===== config.mk =====
export PLATFORM = sky130hd
export DESIGN_NAME = wrr_queue_arbiter
export DESIGN_NICKNAME = d
export VERILOG_FILES = /design/src/rtl/wrr_arb_pkg.sv /design/src/rtl/wrr_weight_decode.sv /design/src/rtl/wrr_credit_counter.sv /design/src/rtl/wrr_pick.sv /design/src/rtl/wrr_queue_arbiter.sv
export SDC_FILE = /design/constraint.sdc
export NUM_CORES = 1
export LEC_CHECK = 0
export CORE_MARGIN = 5
export CORE_UTILIZATION = 40
export CTS_BUF_LIST = sky130_fd_sc_hd__clkbuf_4 sky130_fd_sc_hd__clkbuf_8
export DETAILED_ROUTE_END_ITERATION = 8
export DONT_BUFFER_PORTS = 1
export GPL_ROUTABILITY_DRIVEN = 0
export GPL_TIMING_DRIVEN = 0
export HOLD_SLACK_MARGIN = 0.15
export PLACE_DENSITY = 0.52
export SETUP_SLACK_MARGIN = 0.4
export SYNTH_ARGS = -nofsm -noshare
export SYNTH_HDL_FRONTEND = slang
export SYNTH_SLANG_ARGS = --single-unit

===== constraint.sdc =====
create_clock -name clk -period 2.3 [get_ports clk]
set_input_delay 0.69 -clock clk [delete_from_list [all_inputs] [get_ports clk]]
set_output_delay 0.69 -clock clk [all_outputs]
set_load 0.01 [all_outputs]

===== src/rtl/wrr_arb_pkg.sv =====
package wrr_arb_pkg;

    typedef enum logic [1:0] {
        ST_IDLE = 2'd0,
        ST_HIGH = 2'd1,
        ST_LOW  = 2'd2
    } arb_state_e;

    typedef enum logic [1:0] {
        CR_HOLD   = 2'd0,
        CR_CLEAR  = 2'd1,
        CR_STEP   = 2'd2,
        CR_RELOAD = 2'd3
    } credit_op_e;

endpackage


===== src/rtl/wrr_weight_decode.sv =====
module wrr_weight_decode #(
    parameter int WT_W  = 3,
    parameter int CNT_W = 4
) (
    input  logic [WT_W-1:0]  code,
    output logic [CNT_W-1:0] limit,
    output logic             strict
);
    // Code 0 gives a share of one packet; any other code gives twice its value.
    // The all-ones code selects strict priority.
    always_comb begin
        strict = &code;
        if (code == '0) begin
            limit = CNT_W'(1);
        end else begin
            limit = CNT_W'(code) << 1;
        end
    end
endmodule


===== src/rtl/wrr_credit_counter.sv =====
module wrr_credit_counter
    import wrr_arb_pkg::*;
#(
    parameter int CNT_W = 4
) (
    input  logic             clk,
    input  logic             rst_n,
    input  credit_op_e       op,
    output logic [CNT_W-1:0] count
);
    always_ff @(posedge clk or negedge rst_n) begin
        if (!rst_n) begin
            count <= '0;
        end else begin
            unique case (op)
                CR_CLEAR:  count <= '0;
                CR_STEP:   count <= count + CNT_W'(1);
                CR_RELOAD: count <= CNT_W'(1);
                default:   count <= count;
            endcase
        end
    end
endmodule


===== src/rtl/wrr_pick.sv =====
module wrr_pick
    import wrr_arb_pkg::*;
#(
    parameter int CNT_W = 4
) (
    input  logic             hi_ready,
    input  logic             lo_ready,
    input  logic             strict,
    input  logic [CNT_W-1:0] limit,
    input  logic [CNT_W-1:0] count,
    output logic             pick_hi,
    output logic             pick_lo,
    output credit_op_e       op
);
    logic spent;

    always_comb begin
        spent   = (count >= limit);
        pick_hi = hi_ready && (strict || !spent || !lo_ready);
        pick_lo = !pick_hi && lo_ready;
        if (strict || !pick_hi) begin
            op = CR_CLEAR;
        end else if (spent) begin
            op = CR_RELOAD;
        end else begin
            op = CR_STEP;
        end
    end
endmodule


===== src/rtl/wrr_queue_arbiter.sv =====
module wrr_queue_arbiter
    import wrr_arb_pkg::*;
#(
    parameter int WT_W = 3
) (
    input  logic            clk,
    input  logic            rst_n,
    input  logic            hi_ready,
    input  logic            lo_ready,
    input  logic            pkt_done,
    input  logic [WT_W-1:0] tx_weight,
    output logic            grant_hi,
    output logic            grant_lo,
    output logic [1:0]      queue_sel
);
    // Largest share is 2 * (2**WT_W - 2); the counter must hold it.
    localparam int CNT_W = $clog2((1 << WT_W) * 2);

    arb_state_e       state, state_nx, choice;
    credit_op_e       pick_op, credit_op;
    logic [CNT_W-1:0] limit, count;
    logic             strict, pick_hi, pick_lo, boundary;

    wrr_weight_decode #(.WT_W(WT_W), .CNT_W(CNT_W)) u_decode (
        .code   (tx_weight),
        .limit  (limit),
        .strict (strict)
    );

    wrr_pick #(.CNT_W(CNT_W)) u_pick (
        .hi_ready (hi_ready),
        .lo_ready (lo_ready),
        .strict   (strict),
        .limit    (limit),
        .count    (count),
        .pick_hi  (pick_hi),
        .pick_lo  (pick_lo),
        .op       (pick_op)
    );

    wrr_credit_counter #(.CNT_W(CNT_W)) u_credit (
        .clk   (clk),
        .rst_n (rst_n),
        .op    (credit_op),
        .count (count)
    );

    // Boundary: idle, or the packet in flight completes this cycle.
    always_comb begin
        boundary  = (state == ST_IDLE) || pkt_done;
        credit_op = boundary ? pick_op : CR_HOLD;
        if (pick_hi) begin
            choice = ST_HIGH;
        end else if (pick_lo) begin
            choice = ST_LOW;
        end else begin
            choice = ST_IDLE;
        end
    end

    always_comb begin
        unique case (state)
            ST_IDLE:         state_nx = choice;
            ST_HIGH, ST_LOW: state_nx = pkt_done ? choice : state;
            default:         state_nx = ST_IDLE;
        endcase
    end

    always_ff @(posedge clk or negedge rst_n) begin
        if (!rst_n) begin
            state <= ST_IDLE;
        end else begin
            state <= state_nx;
        end
    end

    always_comb begin
        grant_hi  = (state == ST_HIGH);
        grant_lo  = (state == ST_LOW);
        queue_sel = {grant_lo, grant_hi};
    end
endmodule


[After elaboration in Yosys (flattened, before gate mapping)]
Index checks and enable logic that the tools add are counted.
Storage, ports and cells
  output and inout bits: 4
  register bits after elaboration: 6
  bits of input ports: 8
  word-level logic and storage cells: 33
Cells by class
  reduce and logical (&&, ||, !) cells: 14
  equality and inequality tests: 6
  add/sub/neg operators: 1
  mux-type cells: 9
  order comparisons: 1
Operators with widths (count)
  4-bit one-hot mux with 3 select lines: 1
  2-bit two-way mux: 5
  2-bit equality test (second input constant): 3
  4-bit by 1-bit adder with 4-bit output (second input constant): 1
  2-bit by 1-bit equality test with 1-bit output (second input constant): 2
  4-bit greater-or-equal comparator: 1
  1-bit logical OR: 4
  4-bit two-way mux: 1
  2-bit one-hot mux with 2 select lines: 1
  1-bit zero test: 3
  3-bit zero test: 1
  3-bit AND reduction: 1
  3-bit nonzero test: 1
  1-bit logical AND: 2
  2-bit zero test: 1
  2-bit != test (second input constant): 1
  2-bit OR reduction: 1
  1-bit two-way mux: 1

[Longest topological paths before layout]
  depth after elaboration: 13
  mapped depth: 6
  mapped depth without buffers: 6

[By module]
Synthesis repeated with hierarchy kept, for this count alone.
Unflattened totals
  cells, all modules: 57
  area, all modules: 554.3 sq um
By module, submodules not included
  wrr_credit_counter: area each 201.4 sq um, times used 1, seq. area each 100.1 sq um, cells an instance 16
  wrr_queue_arbiter: area each 178.9 sq um, times used 1, seq. area each 50.0 sq um, cells an instance 17
  wrr_pick: area each 146.4 sq um, times used 1, seq. area each 0.0 sq um, cells an instance 19
  wrr_weight_decode: area each 27.5 sq um, times used 1, seq. area each 0.0 sq um, cells an instance 5

[Least setup slack after synthesis]
OpenSTA, ideal clock, no wires.
  path kind: input -> register
  from: input port tx_weight[1]
  to: register state[1]
  cell stages on the path: 6
  data required time: 2.179 ns
  arrival time: 2.017 ns
  buffers on the path: 0
  setup time: 0.121 ns
  slack: 0.162 ns
  path through: nor3_1 -> ha_1 -> nand2b_4 -> a2111oi_4 -> o32ai_1 -> a22o_1
Between the ends
  word-level cells in the longest chain between the ends: 13
  elaborated cells between the ends (all ways): 14
  those cells by class: order compare: 1; mux: 5; reduce/logical: 8
Ends and longest elaborated chain
  start, declared: RTL line wrr_queue_arbiter.sv:11  | input logic [WT_W-1:0] tx_weight,
  3-bit zero test: RTL line wrr_weight_decode.sv:13  | if (code == '0) begin
  4-bit two-way mux: RTL line wrr_weight_decode.sv:13
  4-bit greater-or-equal comparator: RTL line wrr_pick.sv:18  | spent = (count >= limit);
  1-bit zero test: RTL line wrr_pick.sv:19  | pick_hi = hi_ready && (strict || !spent || !lo_ready);
  1-bit logical OR * (2 in a row): RTL line wrr_pick.sv:19
  1-bit logical AND *: RTL line wrr_pick.sv:19
  1-bit zero test: RTL line wrr_pick.sv:20  | pick_lo = !pick_hi && lo_ready;
  1-bit logical AND: RTL line wrr_pick.sv:20
  2-bit two-way mux: RTL line wrr_queue_arbiter.sv:54  | end else if (pick_lo) begin
  2-bit two-way mux *: RTL line wrr_queue_arbiter.sv:52  | if (pick_hi) begin
  2-bit two-way mux: RTL line wrr_queue_arbiter.sv:64  | ST_HIGH, ST_LOW: state_nx = pkt_done ? choice : state;
  2-bit one-hot mux with 2 select lines *: RTL line wrr_queue_arbiter.sv:62  | unique case (state)
  end signal, assigned: RTL line wrr_queue_arbiter.sv:73  | state <= state_nx;
  end, declared: RTL line wrr_queue_arbiter.sv:19  | arb_state_e state, state_nx, choice;
Every way passes the cells marked *; elsewhere a longest branch is shown, timed or not. The select of a mux whose other input is x is not followed.
A chain may end at the register's enable or synchronous reset.

[Final worst setup path]
Ends and elaborated chain as after synthesis.

==> summary.md <==
| Metric | Value |
|---|---|
| Crit path kind | in -> reg |
| Top layer in use | met4 |
| Comb pwr share | 0.555 |
| CP arrival | 1990 ps |
| Seq cells post-synth | 6 |
| Setup WS pre-CTS | 137 ps |
| Sequential fraction of the synthesis area | 0.272 |
| Syn. warnings | 0 |
| CTS tree | built |
| Vias per cell | 5.50 |
| Most frequent cells in the layout | ha_1 (8), inv_1 (7), dfrtp_1 (6), nor2_1 (5), nand2_1 (5) |
| FF-to-FF path depth | 5 |
| Post-route setup TNS | 0 ps |
| Highest ir drop seen on vdd | 0.409 mV |
| Synth cell types | 25 |
| Final instance area | 644 um2 |
| Area of the core | 1300 um2 |
| Initial antenna violation count | 0 |
| Max_cap viols | 0 |
| # fillers | 129 |
| Routed wire length | 1070 um |
| Post-Synthesis Net Count | 77 |
| Routed Antenna Nets | 0 |
| First-pass GRT wire length | 1880 um |
| Ratio of cells with drive above 1 in the final layout | 0.215 |
| Internal power | 378 uW |
| Pins Over Slew Limit | 0 |
| Skew-Pair Late Insertion Delay | 250 ps |
| Commonest non-fill, non-tap cell in the layout | ha_1 |
| Post-Syn Area | 552 um2 |
| Synthesized area per cell | 9.20 um2 |
| Tot Pwr | 649 uW |
| WL per Instance | 13.4 um |
| Min Tclk post-route | 1850 ps |
| Util after Layout | 0.495 |
| Final hold violations | 0 |
| GR Overflow Total | 0 |
| DR DRC count | 0 |
| Final period utilization | 0.806 |
| Clock Sinks | 6 |
| Htree depth | 1 |
| IO buf count | 0 |
| IO Pins | 12 |
| Antenna fix cells | 0 |
| Max Freq | 539 MHz |
| Worst Tran Pin Value | 518 ps |
| WL met2 | 468 um |
| Initial Utilization | 0.424 |
| Final setup viols | 0 |
| Synthesized instance count | 60 |
| Area delta synth->final | 16.8% |
| P_sw | 270 uW |
| Register share of total power | 0.293 |
| Vias | 440 |
| Placed Area | 582 um2 |
| Worst setup margin | 445 ps |
| Die Span X | 47.1 um |
| Total power per unit cell area | 1010 nW/um2 |
| Worst clock skew | 1.59 ps |
| Crit end category | flip-flop |
| Met3 WL | 51 um |
| Hold Path Depth | 2 |
| Vias in the first global route | 445 |
| GRT Overall Usage | 0.120 |
| RSZ-0062 raised after global routing | true |
| Crit-path max FO | 6 |
| Nets@finish | 84 |
| Clk root buf | clkbuf_4 |
| DP HPWL | 878 um |
| Clock buffer depth | 2 |
| Leak | 0.000300 uW |
| TritonRoute pass-1 iters | 3 |
| Clock share of power | 0.151 |
| Storage element area | 150 um2 |
| Initial DRC Count | 1 |
| Reg clk slew, reported paths | 40 ps |
| Die ar. | 2220 um2 |
| CP Launch Type | primary input |
| # rows | 13 |
| Die H | 47.1 um |
| CP required | 2430 ps |
| Worst Hold Class | reg -> reg |
| Total clock buffers created by CTS | 3 |
| Met1 wire length | 537 um |
| Multi-input gate area | 394 um2 |
| Largest net degree at the start of global routing | 8 |
| Net Sw Frac | 0.417 |
| Status | finished, final reports clean |
| Max-slew headroom | 0.653 |
==> logic make-up (layout without fill, tap and decap cells) <==
logic type / count (synthesis) / in the layout / synth area share
buffers and inverters: 9 / 14 / 0.0748
AOI/OAI and AO/OA: 15 / 15 / 0.254
and+or+nand+nor: 21 / 21 / 0.195
adders and majority gates: 9 / 9 / 0.204
DFF: 6 / 6 / 0.272
==> per-layer routing <==
| metal | vias up | track usage |
|---|---|---|
| met2 | 8 | 0.182 |
| met4 | 0 | 0.0166 |
| li1 | 227 | - |
| met3 | 3 | 0.0613 |
| met1 | 202 | 0.156 |
| met5 | - | 0 |
==> metrics by stage <==
stage | hold WS, ps | cells
after floorplan | 394 | 60
after global placement | 395 | 75
after detailed placement | 395 | 75
after CTS | 565 | 80
after global routing | 601 | 80
final | 556 | 80
==> cells in the mapped netlist <==
master,count,area share
nand3_1,3,0.027
inv_1,7,0.048
o211ai_1,1,0.014
a32o_1,1,0.018
o21a_1,1,0.014
or2_1,1,0.011
nor2_1,5,0.034
nand2b_1,1,0.011
a21oi_1,1,0.0091
a2111oi_4,1,0.050
nor2b_1,2,0.023
o21ai_0,2,0.018
o2111ai_1,1,0.016
o21ai_1,2,0.018
or3_1,1,0.011
nand2_1,5,0.034
a22o_1,1,0.016
o211ai_2,2,0.045
nand2b_4,1,0.025
buf_4,2,0.027
o32ai_1,1,0.016
nor3_1,2,0.018
o2111a_1,1,0.020
ha_1,9,0.20
dfrtp_1,6,0.27
==> registers in the layout (all words and copies together), names as in the netlist <==
signal          count
u_credit.count      4
state               2
==> cell type report <==
class | instances | share of cell area
Sequential cell | 6 | 0.233
Multi-Input combinational cell | 45 | 0.612
Tap cell | 15 | 0.0291
Clock buffer | 3 | 0.0350
Timing Repair Buffer | 2 | 0.0272
Buffer | 2 | 0.0233
Inverter | 7 | 0.0408
==> path summary, 6_finish.rpt <==
check                                       start           endpoint  slack (ps)
worst min register to register  u_credit.count[3]  u_credit.count[3]         560
worst min-delay path            u_credit.count[3]  u_credit.count[3]         560
worst max-delay path                 tx_weight[1]           state[1]         450
max in group asynchronous                   rst_n  u_credit.count[0]        1330
worst max register to register  u_credit.count[2]           state[1]         540
min in group asynchronous                   rst_n  u_credit.count[1]         750
==> critical path, cell delays in order <==
cell	delay [ps]
nor3_4	160
ha_1	240
nand2b_4	140
a2111oi_4	270
buf_4	210
o32ai_2	80
a22o_1	190
==> power by group through the flow <==
| stage | logic, uW | clock network, uW | registers [uW] |
|---|---|---|---|
| 3_3_place_gp | 315 | 0 | 192 |
| 4_1_cts | 339 | 101 | 190 |
| 2_1_floorplan | 274 | 0 | 178 |
| 3_5_place_dp | 318 | 0 | 192 |
| 6_report | 360 | 98.2 | 190 |
| 5_1_grt | 410 | 112 | 197 |
==> timing repair <==
item,CTS,global route
endpoints found under the hold margin,6,0
pin swaps,2,6
gates resized for setup,0,4
endpoints found under the setup margin,2,7
hold buffers,1,0
setup buffers,1,0
Power figures use the tool's default switching activity.
